===== config.mk =====
export PLATFORM = sky130hd
export DESIGN_NAME = phy_link_probe
export DESIGN_NICKNAME = d
export VERILOG_FILES = /design/src/rtl/phy_probe_pkg.sv /design/src/rtl/phy_class_match.sv /design/src/rtl/phy_mode_decode.sv /design/src/rtl/phy_cfg_merge.sv /design/src/rtl/phy_link_probe.sv
export SDC_FILE = /design/constraint.sdc
export NUM_CORES = 1
export LEC_CHECK = 0
export BUFFER_PORTS_ARGS = -buffer_cell sky130_fd_sc_hd__buf_2
export CORE_UTILIZATION = 50
export DETAILED_ROUTE_END_ITERATION = 10
export PLACE_DENSITY = 0.81
export SETUP_SLACK_MARGIN = 0.2
export SYNTH_ARGS = -nofsm -noshare
export SYNTH_HDL_FRONTEND = slang
export SYNTH_SLANG_ARGS = --single-unit

===== constraint.sdc =====
create_clock -name clk -period 2.8 [get_ports clk]
set_clock_uncertainty 0.05 [all_clocks]
set_input_delay 0.14 -clock clk [delete_from_list [all_inputs] [get_ports clk]]
set_output_delay 0.14 -clock clk [all_outputs]
set_load 0.02 [all_outputs]

===== src/rtl/phy_probe_pkg.sv =====
package phy_probe_pkg;

    localparam int PHY_AW = 5;
    localparam int MD_W   = 16;

    localparam logic [PHY_AW-1:0] ADDR_FIRST = 5'd1;
    localparam logic [PHY_AW-1:0] ADDR_LAST  = 5'd31;

    localparam logic [4:0] RG_STAT  = 5'd1;
    localparam logic [4:0] RG_IDENT = 5'd2;
    localparam logic [4:0] RG_VS17  = 5'd17;
    localparam logic [4:0] RG_VS18  = 5'd18;

    localparam int LINK_BIT  = 2;
    localparam int N_CLASSES = 4;

    localparam int CFG_B1000 = 16;
    localparam int CFG_B10   = 19;
    localparam int CFG_BFDX  = 20;

    typedef enum logic [2:0] {
        CLS_NONE, CLS_A, CLS_B, CLS_C, CLS_D, CLS_OTHER
    } phy_class_e;

    typedef enum logic [1:0] {
        SPD_UNK, SPD_10, SPD_100, SPD_1000
    } speed_e;

    typedef enum logic [1:0] {
        DPX_UNK, DPX_HALF, DPX_FULL, DPX_RSV
    } duplex_e;

    typedef enum logic [2:0] {
        ST_IDLE, ST_SCAN, ST_IDENT, ST_POLL, ST_GAP, ST_MODE, ST_DONE
    } probe_state_e;

endpackage


===== src/rtl/phy_class_match.sv =====
module phy_class_match
    import phy_probe_pkg::*;
#(
    parameter logic [N_CLASSES*MD_W-1:0] CLASS_IDS = {16'h0013, 16'h0141, 16'h0022, 16'h0016}
) (
    input  logic [MD_W-1:0] id_word,
    output phy_class_e      cls
);

    logic [N_CLASSES-1:0] hit;

    for (genvar g = 0; g < N_CLASSES; g++) begin : g_cmp
        assign hit[g] = (id_word == CLASS_IDS[g*MD_W +: MD_W]);
    end

    always_comb begin
        cls = CLS_OTHER;
        for (int k = N_CLASSES - 1; k >= 0; k--) begin
            if (hit[k]) begin
                cls = phy_class_e'(k + 1);
            end
        end
    end

endmodule


===== src/rtl/phy_mode_decode.sv =====
module phy_mode_decode
    import phy_probe_pkg::*;
(
    input  phy_class_e      cls,
    input  logic [MD_W-1:0] vs_data,
    output logic [4:0]      vs_reg,
    output speed_e          spd,
    output duplex_e         dpx
);

    always_comb begin
        vs_reg = RG_VS17;
        spd    = SPD_UNK;
        dpx    = DPX_UNK;
        unique case (cls)
            CLS_A: begin
                vs_reg = RG_VS18;
                spd    = vs_data[7] ? SPD_100 : SPD_10;
                dpx    = vs_data[6] ? DPX_FULL : DPX_HALF;
            end
            CLS_B: begin
                vs_reg = RG_VS18;
                spd    = vs_data[10] ? SPD_100 : SPD_10;
                dpx    = vs_data[11] ? DPX_FULL : DPX_HALF;
            end
            CLS_C: begin
                vs_reg = RG_VS17;
                unique case (vs_data[15:14])
                    2'b10:   spd = SPD_1000;
                    2'b01:   spd = SPD_100;
                    default: spd = SPD_10;
                endcase
                dpx = vs_data[13] ? DPX_FULL : DPX_HALF;
            end
            CLS_D: begin
                vs_reg = RG_VS17;
                unique case (vs_data[15:14])
                    2'b11:   spd = SPD_1000;
                    2'b10:   spd = SPD_100;
                    default: spd = SPD_10;
                endcase
                dpx = vs_data[9] ? DPX_FULL : DPX_HALF;
            end
            default: begin
                vs_reg = RG_VS17;
            end
        endcase
    end

endmodule


===== src/rtl/phy_cfg_merge.sv =====
module phy_cfg_merge
    import phy_probe_pkg::*;
#(
    parameter int CFG_W = 32
) (
    input  logic [CFG_W-1:0] base,
    input  speed_e           spd,
    input  duplex_e          dpx,
    output logic [CFG_W-1:0] merged
);

    localparam logic [CFG_W-1:0] FIELD_MASK =
        (CFG_W'(1) << CFG_B1000) | (CFG_W'(1) << CFG_B10) | (CFG_W'(1) << CFG_BFDX);

    logic [CFG_W-1:0] field;

    always_comb begin
        field = '0;
        field[CFG_B10]   = (spd == SPD_10);
        field[CFG_B1000] = (spd == SPD_1000);
        field[CFG_BFDX]  = (dpx == DPX_FULL);
        if (spd == SPD_UNK) begin
            merged = base;
        end else begin
            merged = (base & ~FIELD_MASK) | field;
        end
    end

endmodule


===== src/rtl/phy_link_probe.sv =====
module phy_link_probe
    import phy_probe_pkg::*;
#(
    parameter int          POLL_LIMIT = 4096,
    parameter int          POLL_GAP   = 1000,
    parameter int          CFG_W      = 32,
    parameter logic [15:0] ID_A       = 16'h0016,
    parameter logic [15:0] ID_B       = 16'h0022,
    parameter logic [15:0] ID_C       = 16'h0141,
    parameter logic [15:0] ID_D       = 16'h0013
) (
    input  logic              clk,
    input  logic              rst_n,
    input  logic              start,
    input  logic [CFG_W-1:0]  cfg_base,
    output logic              rd_req,
    output logic [4:0]        rd_phy_addr,
    output logic [4:0]        rd_reg_addr,
    input  logic              rd_ack,
    input  logic [15:0]       rd_data,
    output logic              done,
    output logic              no_phy,
    output logic              link_ok,
    output logic [1:0]        speed,
    output logic [1:0]        duplex,
    output logic [CFG_W-1:0]  mac_cfg
);

    localparam int PCNT_W = $clog2(POLL_LIMIT + 1);
    localparam int GCNT_W = $clog2(POLL_GAP + 1);
    localparam logic [PCNT_W-1:0] POLL_END = PCNT_W'(POLL_LIMIT - 1);
    localparam logic [GCNT_W-1:0] GAP_END  = GCNT_W'(POLL_GAP - 1);

    probe_state_e      state, state_nxt;
    logic [PHY_AW-1:0] scan_addr;
    logic [PCNT_W-1:0] poll_cnt;
    logic [GCNT_W-1:0] gap_cnt;
    phy_class_e        cls_q, cls_match;
    speed_e            spd_q, dec_spd;
    duplex_e           dpx_q, dec_dpx;
    logic [4:0]        vs_reg;
    logic              responder, last_addr, link_up, last_poll;

    phy_class_match #(
        .CLASS_IDS({ID_D, ID_C, ID_B, ID_A})
    ) u_match (
        .id_word (rd_data),
        .cls     (cls_match)
    );

    phy_mode_decode u_decode (
        .cls     (cls_q),
        .vs_data (rd_data),
        .vs_reg  (vs_reg),
        .spd     (dec_spd),
        .dpx     (dec_dpx)
    );

    phy_cfg_merge #(
        .CFG_W (CFG_W)
    ) u_merge (
        .base   (cfg_base),
        .spd    (spd_q),
        .dpx    (dpx_q),
        .merged (mac_cfg)
    );

    assign responder = (rd_data != 16'hFFFF) && (rd_data != 16'h0000);
    assign last_addr = (scan_addr == ADDR_LAST);
    assign link_up   = rd_data[LINK_BIT];
    assign last_poll = (poll_cnt == POLL_END);

    // State register
    always_ff @(posedge clk) begin
        if (!rst_n) begin
            state <= ST_IDLE;
        end else begin
            state <= state_nxt;
        end
    end

    // Transitions
    always_comb begin
        state_nxt = state;
        unique case (state)
            ST_IDLE:  if (start) state_nxt = ST_SCAN;
            ST_SCAN:  if (rd_ack) begin
                          if (responder)      state_nxt = ST_IDENT;
                          else if (last_addr) state_nxt = ST_DONE;
                      end
            ST_IDENT: if (rd_ack) state_nxt = ST_POLL;
            ST_POLL:  if (rd_ack) begin
                          if (link_up)        state_nxt = (cls_q == CLS_OTHER) ? ST_DONE : ST_MODE;
                          else if (last_poll) state_nxt = ST_DONE;
                          else                state_nxt = ST_GAP;
                      end
            ST_GAP:   if (gap_cnt == GAP_END) state_nxt = ST_POLL;
            ST_MODE:  if (rd_ack) state_nxt = ST_DONE;
            ST_DONE:  state_nxt = ST_IDLE;
            default:  state_nxt = ST_IDLE;
        endcase
    end

    // Datapath registers
    always_ff @(posedge clk) begin
        if (!rst_n) begin
            scan_addr <= ADDR_FIRST;
            poll_cnt  <= '0;
            gap_cnt   <= '0;
            cls_q     <= CLS_NONE;
            spd_q     <= SPD_UNK;
            dpx_q     <= DPX_UNK;
            no_phy    <= 1'b0;
            link_ok   <= 1'b0;
        end else begin
            unique case (state)
                ST_IDLE: if (start) begin
                    scan_addr <= ADDR_FIRST;
                    poll_cnt  <= '0;
                    gap_cnt   <= '0;
                    cls_q     <= CLS_NONE;
                    spd_q     <= SPD_UNK;
                    dpx_q     <= DPX_UNK;
                    no_phy    <= 1'b0;
                    link_ok   <= 1'b0;
                end
                ST_SCAN: if (rd_ack && !responder) begin
                    if (last_addr) no_phy    <= 1'b1;
                    else           scan_addr <= scan_addr + 1'b1;
                end
                ST_IDENT: if (rd_ack) cls_q <= cls_match;
                ST_POLL: if (rd_ack) begin
                    poll_cnt <= poll_cnt + 1'b1;
                    gap_cnt  <= '0;
                    if (link_up) link_ok <= 1'b1;
                end
                ST_GAP:  gap_cnt <= gap_cnt + 1'b1;
                ST_MODE: if (rd_ack) begin
                    spd_q <= dec_spd;
                    dpx_q <= dec_dpx;
                end
                ST_DONE: ;
                default: ;
            endcase
        end
    end

    // Outputs
    always_comb begin
        rd_req      = 1'b0;
        rd_reg_addr = RG_STAT;
        done        = 1'b0;
        unique case (state)
            ST_SCAN:  rd_req = 1'b1;
            ST_IDENT: begin rd_req = 1'b1; rd_reg_addr = RG_IDENT; end
            ST_POLL:  rd_req = 1'b1;
            ST_MODE:  begin rd_req = 1'b1; rd_reg_addr = vs_reg; end
            ST_DONE:  done = 1'b1;
            default:  ;
        endcase
    end

    assign rd_phy_addr = scan_addr;
    assign speed       = spd_q;
    assign duplex      = dpx_q;

endmodule


; ---- Yosys cells after proc, flatten, opt, wreduce, memory -nomap -nowiden
; Index checks and enable logic that the tools add are counted.
[totals]
wordCells = 126
out_inout_bits = 50
regBits = 40
[classes]
bitwise_logic = 1
eq_ne = 36
mux = 56
add_sub_neg = 3
n_reduce_logical = 21
[ops]
columns = cell, n
row1 = 3-bit two-way mux, 13
row2 = "16-bit by 5-bit equality test with 1-bit output, second input constant", 2
row3 = 32-bit two-way mux, 1
row4 = 32-bit by 21-bit bitwise OR with 32-bit output, 1
row5 = 10-bit one-hot mux with 3 select lines, 1
row6 = 13-bit two-way mux, 2
row7 = 2-bit two-way mux, 13
row8 = 13-bit one-hot mux with 2 select lines, 1
row9 = 10-bit two-way mux, 2
row10 = "2-bit inequality test, second input constant", 10
row11 = 5-bit one-hot mux with 2 select lines, 2
row12 = 3-bit one-hot mux with 6 select lines, 1
row13 = "16-bit by 6-bit equality test with 1-bit output, second input constant", 1
row14 = "16-bit by 9-bit equality test with 1-bit output, second input constant", 1
row15 = "16-bit inequality test, second input constant", 1
row16 = 2-bit one-hot mux with 2 select lines, 4
row17 = 2-bit one-hot mux with 4 select lines, 2
row18 = 16-bit nonzero test, 1
row19 = "3-bit equality test, second input constant", 5
row20 = 5-bit two-way mux, 3
row21 = "13-bit by 1-bit adder with 13-bit output, second input constant", 1
row22 = "13-bit by 12-bit equality test with 1-bit output, second input constant", 1
row23 = "3-bit by 2-bit equality test with 1-bit output, second input constant", 4
row24 = 3-bit AND reduction, 4
row25 = 21 further kinds, 40

; ---- Depth between registers and ports, before layout
; Gate-level depths: netlist (run 1).
[logic_depth]
depth_word = 7
depth_mapped = 10

; ---- Modules after synthesis
; Synthesis (run 1) repeated with hierarchy kept, for this count alone.
[unflattened]
cells_unflattened = 358
area_unflattened_um2 = 2866.5
[modules_own_cells]
columns = module, cells_each, area_per_inst_um2, seq_area_each_um2, n_inst
row1 = phy_link_probe, 265, 2207.1, 800.8, 1
row2 = phy_mode_decode, 38, 272.8, 0.0, 1
row3 = phy_cfg_merge, 36, 266.5, 0.0, 1
row4 = phy_class_match, 19, 120.1, 0.0, 1

; ---- Worst setup path before layout (run 1)
; Ideal clock, no wire load.
[synth_path]
kind = reg2reg
start = reg scan_addr[0] (netlist: rd_phy_addr[0])
end = reg scan_addr[3] (netlist: rd_phy_addr[3])
t_arrival_ns = 2.189
n_path_buf = 1
setup_time_ns = 0.074
path_slack_ns = 0.487
stages_incl_launch_ff = 10
synth_period_minus_slack_ns = 2.313
path_cell_list = dfxtp_1 > ha_1 > and3_1 > ha_1 > inv_1 > mux2i_1 > or3_1 > clkbuf_1 > or4_1 > a31oi_1
[synth_between]
elab_chain_cells = 4
[synth_lines]
columns = item, line
row1 = "start, declared", phy_link_probe.sv:35  ; logic [PHY_AW-1:0] scan_addr;
row2 = "start signal, assigned", phy_link_probe.sv:129  ; else scan_addr <= scan_addr + 1'b1;
row3 = 5-bit by 1-bit adder with 5-bit output, phy_link_probe.sv:129
row4 = 5-bit two-way mux, phy_link_probe.sv:128  ; if (last_addr) no_phy <= 1'b1;
row5 = 5-bit two-way mux, phy_link_probe.sv:127  ; ST_SCAN: if (rd_ack && !responder) begin
row6 = 5-bit one-hot mux with 2 select lines, phy_link_probe.sv:116  ; unique case (state)
; Parallel ways exist; a longest one is shown, timed or not. The select of a mux whose other input is x is not followed.
; A chain may end at the register's enable or synchronous reset.

; ---- Final worst setup path (run 1)
; Same ends and word-level chain as after synthesis.

==> results of run 1 <==
## Yosys cell counts, types with 4 or more instances
master and count:
xor2_1 12, o211ai_1 4, nand4_1 20, a22oi_1 7
or3_1 5, nand2b_1 5, dfxtp_1 40, nand2_1 23
clkbuf_1 9, buf_4 31, buf_2 4, o21ai_0 10
inv_1 13, nor3_1 8, nand3b_1 4, ha_1 8
nand3_1 11, a21oi_1 12, nor2_1 40, mux2i_1 4
xnor2_1 9
## sequential cells by signal, indices dropped and copies added, names as in the netlist
register and cells:
gap_cnt 10, cls_q 3, no_phy 1, state 3, speed 2, link_ok 1, rd_phy_addr 5, poll_cnt 13
duplex 2
## worst min path at each step
stage | start | to | slack [ps] | cells past startpoint
finish | rst_n | state[0]$_SDFFE_PN0P_ | 140 | 2
global route | rst_n | state[0]$_SDFFE_PN0P_ | 140 | 2
CTS | rst_n | state[0]$_SDFFE_PN0P_ | 140 | 2
detailed placement | cfg_base[10] | mac_cfg[10] | 230 | 0
global placement | cfg_base[10] | mac_cfg[10] | 230 | 0
floorplan | rd_data[2] | link_ok$_SDFFE_PN0P_ | 260 | 2
## cell families after synthesis
family,count (synthesis),synth area share [%]
other cells,1,0.137
xor+xnor,21,6.71
mux,6,2.28
fa+ha+maj,8,3.65
flops,40,29.2
compound gates,58,16.8
simple gates,144,28.4
buf+inv,59,12.8
## layout make-up
| cell class | count | share of cell area, % |
|---|---|---|
| inverter | 13 | 1.70 |
| tap | 70 | 3.05 |
| clock buffer | 5 | 2.39 |
| multi-input combinational | 239 | 55.5 |
| timing repair buffer | 44 | 7.92 |
| clock inverter | 3 | 1.61 |
| sequential | 40 | 27.9 |
## through the flow
step	setup slack, ps	util, %	instances	power (mW)
floorplan	487	-	338	1.29
global placement	576	53.0	406	1.36
detailed placement	462	53.0	406	1.38
CTS	465	55.2	414	1.86
global route	311	55.2	414	1.96
finish	436	55.2	414	1.85
## per-layer routing
| metal | share of wire [%] | track usage, % |
|---|---|---|
| met1 | 47 | 25.0 |
| met2 | 48 | 33.5 |
| met3 | 3.3 | 3.95 |
| met4 | 1.4 | 8.65 |
| met5 | 0 | 0 |
## power by group through the flow
stage | Sequential (mW) | Clock [mW] | Combinational, mW
2_1_floorplan | 0.657 | 0 | 0.632
3_3_place_gp | 0.717 | 0 | 0.643
3_5_place_dp | 0.720 | 0 | 0.655
4_1_cts | 0.707 | 0.492 | 0.659
5_1_grt | 0.719 | 0.512 | 0.726
6_report | 0.710 | 0.486 | 0.659
## worst reg2reg max path: stages (launching register included)
cell,delay (ps)
dfxtp_1,360
ha_1,240
and3_1,190
ha_1,200
inv_1,80
mux2i_1,70
or3_1,420
or4_1,530
a31oi_1,170
==> impl_results.md, run 1 <==
* Cell Chain, Critical Path: ha_1, and3_1, ha_1, inv_1, mux2i_1, or3_1, or4_1, a31oi_1
* Crit. Startpoint: rd_phy_addr[0]$_SDFFE_PN1P_
* Final ANT Viol Nets at 0
* Htree depth at 2
* Gr usage total at between 10% and 20%
* Cell area after layout at 2870 um^2
* Relative slew slack at 49.2%
* Seq/Total Area, Yosys at 29.2%
* Multi-input logic area at 1590 um^2
* Seq pwr share at 38.3%
* Chip Height at 76.0 um
* DR iter-0 viols at 78
* Crit-path leading delay family: simple AND/OR/NAND/NOR gates
* Via count at roughly 2400
* Worst setup SP type: flop
* Most common cell after layout, fill and taps aside: buf_2
* Post-layout nets at roughly 400
* Post-DR wirelength/cell at between 10 and 15 um
* Clk sinks at 40
* Grt total ovfl at 0
* Final setup viols at 0
* Lkg Pwr at roughly 1.1 nW
* I/O pin count at around 100
* Highest Clock Rate at about 420 MHz
* Worst path depth at 8
* Max-slew violation count at 0
* Clock Power Share at 26.2%
* RSZ-0062 raised after global routing: no
* Synth-to-Final Area Change at 4.84%
* Die W at 76.0 um
* CP max stage cell: or4_1
* Max cap viols at 0
* Wirelength, routed at roughly 5600 um
* Setup crit end kind: flop
* Fillers at 506
* Synth area leader: dfxtp_1
* Crit path required time at 2990 ps
* Initial antenna violation count at 0
* Sequential cell area at roughly 800 um^2
* Syn Area/Cell at roughly 8.1 um^2
* Sw Pwr at 712 uW
* Hold Path Class: in2reg
* Commonest cells after routing, fill and taps aside: buf_2 (41), nor2_1 (40), dfxtp_1 (40)
* Layout cells sized above 1 at 19.8%
* Initial Util at a little over half
* Post-Synthesis Cell Area at around 2700 um^2
* Peak VDD IR at 0.000475 V
* Largest net degree at the start of global routing at 23
* Top cells by area, synth: dfxtp_1 (29%), buf_4 (8.5%), nor2_1 (5.5%)
* WP data arrival at 2550 ps
* Total negative setup slack at 0 ps
* Combinational share of power at between 30 and 40%
* DP Area at 2760 um^2
* Register-to-Register Setup Slack at between 400 and 500 ps
* WHS at about 140 ps
* Async S/R FF share, synth at 0%
* Tmin final at between 2000 and 2500 ps
* Number of global-route vias before repair at ~2200
* Power Dens Cells at 645 nW/um^2
* Root Driver: clkbuf_8
* Gate count after technology mapping at around 340
* First-pass GRT wire length at between 9000 and 10000 um
* Hold-fix buffers, CTS at 0
* R2r endpoint: rd_phy_addr[3]$_SDFFE_PN0P_
* Site Rows at 26
* Post-CTS Resized at 0
* Number of synthesized flops with an enable pin at 0
* PortBufs at between 40 and 50
* Outcome: complete, no violations
* Drt pass-1 iters at 4
* Reg2reg start: rd_phy_addr[0]$_SDFFE_PN1P_
* Number of distinct library cells after synthesis at 59
* Die area at 5780 um^2
* Number of antenna diodes at 0
* Sw Share at approximately two fifths
* Yosys warns at 0
* P_int at about 1.1 mW
* DP Wirelength at 4150 um
* Top cell type's share of synthesized area at a little under 30%
* Post-route DRC at 0
* Crit path max fanout at 7
* CTS Buf Count at 5
* Final Hold Vio Count at 0
* Routability cong. at slightly below 0.9
* CTS tree: built
* Post-CTS setup buffers at 0
* Crit path to: rd_phy_addr[3]$_SDFFE_PN0P_
* Vias/cell at 5.68
* Yosys reg bits at 40
* Most used cell along the critical path: ha_1
* Clock-pin slew on the worst setup and hold paths at about 90 ps
* Core ar. at 5200 um^2
* Critical path class: reg2reg
* Final period util at between 80% and 90%
* Actual slew at the worst max-slew pin at roughly 760 ps
* R2R depth at 8
* Clock latency at the later pin of the worst-skew pair at ~300 ps
* CP bufs+invs at 1
* Max incr delay on CP at ~530 ps
* Synth Flop Type: dfxtp_1
* Clk buf depth at 2
Note: power is estimated with default switching activity, not from simulation.
==> inputs of run 2 (changes only) <==
--- a/config.mk
+++ b/config.mk
@@ -5,10 +5,11 @@
 export SDC_FILE = /design/constraint.sdc
 export NUM_CORES = 1
 export LEC_CHECK = 0
+export ABC_AREA = 1
 export BUFFER_PORTS_ARGS = -buffer_cell sky130_fd_sc_hd__buf_2
-export CORE_UTILIZATION = 50
+export CORE_UTILIZATION = 46
 export DETAILED_ROUTE_END_ITERATION = 10
-export PLACE_DENSITY = 0.81
+export PLACE_DENSITY = 0.78
 export SETUP_SLACK_MARGIN = 0.2
 export SYNTH_ARGS = -nofsm -noshare
 export SYNTH_HDL_FRONTEND = slang
==> constraint.sdc (replaced) <==
create_clock -name clk -period 2.1 [get_ports clk]
set_clock_uncertainty 0.05 [all_clocks]
set_input_delay 0.105 -clock clk [delete_from_list [all_inputs] [get_ports clk]]
set_output_delay 0.105 -clock clk [all_outputs]
set_load 0.02 [all_outputs]
==> run 2 against run 1 <==
Combinational power increased by 84%. Utilization decreased by 4.5 points. Clock power increased by 12%. Critical path type unchanged. Sequential share of layout area decreased by 1.4 points. First-iteration DRC count increased by 19%. Die area increased by 13%. Register-to-register slack got worse by 50 ps. Power increased by 44%.
==> impl_results.md, run 2 <==
* Number of distinct library cells after synthesis at 40 (-32%)
* Most flops, register: poll_cnt
* Site Rows at 28 (+7.7%)
* Post-synth top cells: nand2_1 (105), inv_1 (52), nor2_1 (49)
* Hold-fix buffers, CTS at 0 (unchanged)
* Largest net degree at the start of global routing at 19 (-17%)
* Vias/cell at 5.03 (-11%)
* Post-DR wirelength/cell at 11.3 um (-16%)
* Gate count after technology mapping at 443 (+31%)
* Crit path required time at 2230 ps (-760 ps)
* Drt pass-1 iters at 4 (unchanged)
* Seq/Total Area, Yosys at 27.9% (-1.3 points)
* Relative slew slack at 65.5% (+16 points)
* Count leader, synth: nand2_1
* First-pass GRT wire length at 10600 um (+9.3%)
* Post-layout nets at 518 (+29%)
* Number of synthesized flops with an enable pin at 0 (unchanged)
* Commonest cells after routing, fill and taps aside: nand2_1 (105), inv_1 (52), nor2_1 (49)
* Final setup viols at 0 (unchanged)
* Core ar. at 5960 um^2 (+14%)
* Synth area leader: dfxtp_1
* Final Hold Vio Count at 0 (unchanged)
* Top cells by area, synth: dfxtp_1 (28%), nand2_1 (14%), buf_4 (8.1%)
* Yosys reg bits at 40 (unchanged)
* Initial Util at 48.2% (-4.5 points)
* Clk buf depth at 2 (unchanged)
* Routability cong. at 0.931 (+6.5%)
* Grt total ovfl at 0 (unchanged)
* Cell Chain, Critical Path: ha_1, nand2_1, nor2_1, ha_1, nor2_4, inv_2, a21oi_4, nand2_1, nand2_1, a21oi_1
* Final Util at 50.7% (-4.5 points)
* I/O pin count at 102 (unchanged)
* Hold Path Class: in2reg
* Post-Synthesis Cell Area at 2870 um^2 (+4.7%)
* CTS Buf Count at 5 (unchanged)
* Root Driver: clkbuf_8
* Final period util at 81.8% (-2.6 points)
* Max incr delay on CP at 350 ps (-180 ps)
* Lkg Pwr at 1.37 nW (+29%)
* Post-route DRC at 0 (unchanged)
* Synth-to-Final Area Change at 5.19%
* RSZ-0062 raised after global routing: no
* Htree depth at 2 (unchanged)
* Actual slew at the worst max-slew pin at 514 ps (-248 ps)
* Syn Area/Cell at 6.48 um^2 (-20%)
* Wirelength, routed at 6060 um (+8.6%)
* DP Wirelength at 4720 um (+14%)
* Clk sinks at 40 (unchanged)
* Async S/R FF share, synth at 0% (unchanged)
* Final ANT Viol Nets at 0 (unchanged)
* Max-slew violation count at 0 (unchanged)
* Top cell type's share of synthesized area at 27.9% (-1.3 points)
* Crit path max fanout at 9 (+2)
* Number of global-route vias before repair at 2471 (+11%)
* Via count at 2688 (+14%)
* Clock-pin slew on the worst setup and hold paths at 80 ps (about the same)
* Die W at 81.0 um (+6.5%)
* Number of antenna diodes at 0 (unchanged)
* Layout cells sized above 1 at 18.7% (-1.0 points)
* Power Dens Cells at 881 nW/um^2 (+37%)
* Gr usage total at 20.4% (+0.43 points)
* Setup crit end kind: flop
* Clock latency at the later pin of the worst-skew pair at 300 ps (about the same)
* Max cap viols at 0 (unchanged)
* Chip Height at 81.0 um (+6.5%)
* DR iter-0 viols at 93 (+19%)
* Total negative setup slack at 0 ps (unchanged)
* Die area at 6560 um^2 (+13%)
* Max FFs per register at 13 (unchanged)
* Most common cell after layout, fill and taps aside: nand2_1
* WP data arrival at 1850 ps (-700 ps)
* Critical path class: reg2reg
* Peak VDD IR at 0.000705 V (+48%)
* Outcome: complete, no violations
* Most used cell along the critical path: nand2_1
* Highest Clock Rate at 582 MHz (+38%)
* Fillers at 610 (+21%)
* Synth Flop Type: dfxtp_1
* Worst setup SP type: flop
* Yosys warns at 0 (unchanged)
* Tmin final at 1720 ps (-646 ps)
* Initial antenna violation count at 0 (unchanged)
* CTS tree: built
* CP max stage cell: dfxtp_1
* PortBufs at 41 (unchanged)
==> run 2: metal layers <==
layer  track usage [%]  vias to the layer above  share of wire (%)
met5                 0                        -                  0
met2              33.3                       67                 44
met1              25.6                     1177                 48
li1                  -                     1427                  -
met4              7.32                        0                2.1
met3              5.73                       17                5.7
==> run 2: per-stage QoR <==
step           instance area, um^2  worst slack, ps  power [mW]  hold WS (ps)  std cells
6_report                      3020              383        2.66          41.0        534
5_1_grt                       3020              224        2.89          50.3        534
4_1_cts                       3020              310        2.67          43.9        534
3_5_place_dp                  2920              401        2.13           160        526
3_3_place_gp                  2920              461        2.10           160        526
2_1_floorplan                 2880              438        1.95           198        444
==> run 2: kinds of logic after synthesis <==
group / count (synthesis) / share of synthesized area [%]
other: 1 / 0.131
flip-flops: 40 / 27.9
buffers and inverters: 96 / 16.9
adder cells (fa/ha/maj): 8 / 3.49
AO/OA/AOI/OAI: 62 / 12.5
AND/OR/NAND/NOR: 232 / 37.8
XOR/XNOR: 4 / 1.22
==> run 2: what timing repair did <==
action / 4_1_cts / 5_1_grt
buffers inserted: 0 / 0
endpoints found under the setup margin: 0 / 2
resized for setup: 0 / 1
endpoints found under the hold margin: 0 / 0
==> run 2: power by group <==
part	total, mW	leakage, nW	internal, mW	switching (mW)
logic	1.21	1.00	0.375	0.838
registers	0.903	0.324	0.826	0.0766
clock network	0.545	0.0445	0.267	0.278
==> run 2: path summary, 6_finish.rpt <==
kind	to	slack [ps]	start	cells past startpoint
max reg2reg	rd_phy_addr[3]$_SDFFE_PN0P_	380	rd_phy_addr[0]$_SDFFE_PN1P_	10
max	rd_phy_addr[3]$_SDFFE_PN0P_	380	rd_phy_addr[0]$_SDFFE_PN1P_	10
min	rd_phy_addr[0]$_SDFFE_PN1P_	40	rst_n	2
min reg2reg	no_phy$_SDFFE_PN0P_	420	no_phy$_SDFFE_PN0P_	2
==> run 2: critical path, delay by kind of cell (launching register included) <==
family,cells,cell delay [ps]
buf+inv,1,50
simple gates,5,440
fa+ha+maj,2,420
compound gates,2,290
flops,1,350
==> run 2: final cells by class <==
class                           count  area (um^2)  share of cell area [%]
Inverter                           62          233                    7.71
Timing Repair Buffer               41          205                    6.79
Multi-Input combinational cell    308         1590                    52.8
Sequential cell                    40          801                    26.5
Clock buffer                        7         86.3                    2.86
Tap cell                           75         93.8                    3.11
Clock inverter                      1         7.51                   0.249
==> inputs of run 3 (changes only) <==
--- a/config.mk
+++ b/config.mk
@@ -5,11 +5,11 @@
 export SDC_FILE = /design/constraint.sdc
 export NUM_CORES = 1
 export LEC_CHECK = 0
-export ABC_AREA = 1
+export ABC_AREA = 0
 export BUFFER_PORTS_ARGS = -buffer_cell sky130_fd_sc_hd__buf_2
-export CORE_UTILIZATION = 46
+export CORE_UTILIZATION = 50
 export DETAILED_ROUTE_END_ITERATION = 10
-export PLACE_DENSITY = 0.78
+export PLACE_DENSITY = 0.81
 export SETUP_SLACK_MARGIN = 0.2
 export SYNTH_ARGS = -nofsm -noshare
 export SYNTH_HDL_FRONTEND = slang
==> constraint.sdc (replaced) <==
create_clock -name clk -period 1.6 [get_ports clk]
set_clock_uncertainty 0.05 [all_clocks]
set_input_delay 0.08 -clock clk [delete_from_list [all_inputs] [get_ports clk]]
set_output_delay 0.08 -clock clk [all_outputs]
set_load 0.02 [all_outputs]
==> run 3 against run 2 <==
The flow now finishes with violations (setup timing). Global-route usage is 8.0 points higher. Combinational power up 100%. Critical endpoint unchanged. Sequential share of layout area decreased by 5.2 points. Power up 72%. Clock power grew 74%. Die area down 12%. Utilization grew 23 points. Maximum frequency down 14%. Register-to-register slack lost 770 ps. Sequential cell count did not move.
==> impl_results.md, run 3 (synthesis results as in run 1) <==
* Vias/cell at 5.80 (+15%)
* Worst setup SP type: flop
* Highest Clock Rate at 503 MHz (-14%)
* Final period util at 124% (+43 points)
* Worst path depth at 8 (-2)
* Layout cells sized above 1 at 45.3% (+27 points)
* Clk buf depth at 2 (unchanged)
* Crit path max fanout at 5 (-4)
* Cell Chain, Critical Path: ha_4, and3_4, ha_4, inv_2, mux2i_1, or3_4, or4_4, a31oi_1
* Number of antenna diodes at 0 (unchanged)
* Gr usage total at 28.4% (+8.0 points)
* Die W at 76.0 um (-6.1%)
* Post-DR wirelength/cell at 17.2 um (+52%)
* Tmin final at 1990 ps (+272 ps)
* RSZ-0062 raised after global routing: yes
* Crit-path leading delay family: simple AND/OR/NAND/NOR gates
* I/O pin count at 102 (unchanged)
* Power Dens Cells at 1180 nW/um^2 (+34%)
* Grt total ovfl at 0 (unchanged)
* Outcome: finished with violations
* Hold-fix buffers, CTS at 0 (unchanged)
* CTS Buf Count at 5 (unchanged)
* PortBufs at 41 (unchanged)
* Clock latency at the later pin of the worst-skew pair at 310 ps (about the same)
* Synth-to-Final Area Change at 40.8%
* Number of global-route vias before repair at 2821 (+14%)
* Max-slew violation count at 0 (unchanged)
* WP data arrival at 2190 ps (+340 ps)
* Root Driver: clkbuf_8
* Hold Path Class: in2reg
* Crit path required time at 1800 ps (-430 ps)
* Non-Filler Instances at 500 (-6.4%)
* Final WS setup at -390 ps (-772 ps)
* R2r endpoint: rd_phy_addr[3]$_SDFFE_PN0P_
* Site Rows at 26 (-7.1%)
* Post-route DRC at 0 (unchanged)
* Commonest cells after routing, fill and taps aside: buf_4 (74), buf_2 (36), nor2_1 (34)
* Design Power at 4.58 mW (+72%)
* Max incr delay on CP at 420 ps (+70 ps)
* Setup crit end kind: flop
* First-pass GRT wire length at 13000 um (+23%)
* Crit. Startpoint: rd_phy_addr[1]$_SDFFE_PN0P_
* Drt pass-1 iters at 5 (+1)
* CP bufs+invs at 1 (unchanged)
* Die area at 5780 um^2 (-12%)
* R2R depth at 8 (-2)
* DP Wirelength at 5120 um (+8.4%)
* Failing checks: setup timing
* Largest net degree at the start of global routing at 13 (-6)
* Routability cong. at 0.960 (+3.1%)
* Lkg Pwr at 1.59 nW (+16%)
* Wirelength, routed at 8600 um (+42%)
* Most common cell after layout, fill and taps aside: buf_4
* Register-to-Register Setup Slack at -390 ps (-770 ps)
* Initial Util at 52.7% (+4.5 points)
* Cells on Worst Hold Path at 2 (unchanged)
* DR iter-0 viols at 160 (+72%)
* Max FFs per register at 13 (unchanged)
* Most used cell along the critical path: ha_4
* Critical path class: reg2reg
* Final setup viols at 31 (+31)
* CP max stage cell: or4_4
* CTS tree: built
* Post-layout nets at 489 (-5.6%)
* Max cap viols at 0 (unchanged)
* Initial antenna violation count at 1 (+1)
* Via count at 2899 (+7.8%)
* Final ANT Viol Nets at 0 (unchanged)
* Chip Height at 76.0 um (-6.1%)
* Hold Path Sink: state[2]$_SDFFE_PN0P_
* Most flops, register: poll_cnt
* Htree depth at 2 (unchanged)
* Clk sinks at 40 (unchanged)
* Min-delay src: rst_n
* Placed Cells at 472 (-10%)
* Clock-pin slew on the worst setup and hold paths at 90 ps (about the same)
* Core ar. at 5200 um^2 (-13%)
* Peak VDD IR at 0.00108 V (+54%)
* Reg2reg start: rd_phy_addr[1]$_SDFFE_PN0P_
* Final Hold Vio Count at 0 (unchanged)
-- run 3: routing by layer --
metal | up-vias | GRT usage [%] | routed length, um
li1 | 1358 | - | -
met1 | 1404 | 31.9 | 3510
met2 | 104 | 49.5 | 4300
met3 | 31 | 7.43 | 490
met4 | 2 | 14.4 | 286
met5 | - | 0 | 12
-- run 3: layout make-up --
cell class	count	area, um^2
inverters	13	48.8
clock inverters	1	30.0
fillers	339	1340
multi-input cells	239	1810
flip-flops and latches	40	822
well taps	70	87.6
repair buffers	130	968
clock buffers	7	96.3
-- run 3: worst max path at each step --
stage                                        endpoint  slack, ps
final                     rd_phy_addr[3]$_SDFFE_PN0P_       -390
after CTS                 rd_phy_addr[3]$_SDFFE_PN0P_       -350
after global placement    rd_phy_addr[3]$_SDFFE_PN0P_       -360
after global routing      rd_phy_addr[3]$_SDFFE_PN0P_       -450
after detailed placement  rd_phy_addr[3]$_SDFFE_PN0P_       -410
after floorplan           rd_phy_addr[3]$_SDFFE_PN0P_       -400
-- run 3: report_power, final --
group / switching (mW) / internal (mW)
Combinational: 1.25 / 1.21
Sequential: 0.0888 / 1.08
Clock: 0.398 / 0.551
Total: 1.74 / 2.84
-- run 3: what timing repair did --
action	4_1_cts	5_1_grt
pin swaps	16	18
setup buffers	13	7
resized for setup	39	29
setup endpoints to repair	45	45
-- run 3: through the flow --
| step | util [%] | TNS, ps | cell area (um^2) | setup WS, ps | hold slack (ps) |
|---|---|---|---|---|---|
| 5_1_grt | 74.2 | -10260 | 3860 | -450 | 86.2 |
| 3_5_place_dp | 63.8 | -7210 | 3320 | -414 | 110 |
| 2_1_floorplan | - | -6290 | 2830 | -397 | 201 |
| 3_3_place_gp | 63.8 | -5930 | 3320 | -364 | 110 |
| 6_report | 74.2 | -8230 | 3860 | -390 | 92.9 |
| 4_1_cts | 71.0 | -6230 | 3700 | -348 | 62.6 |
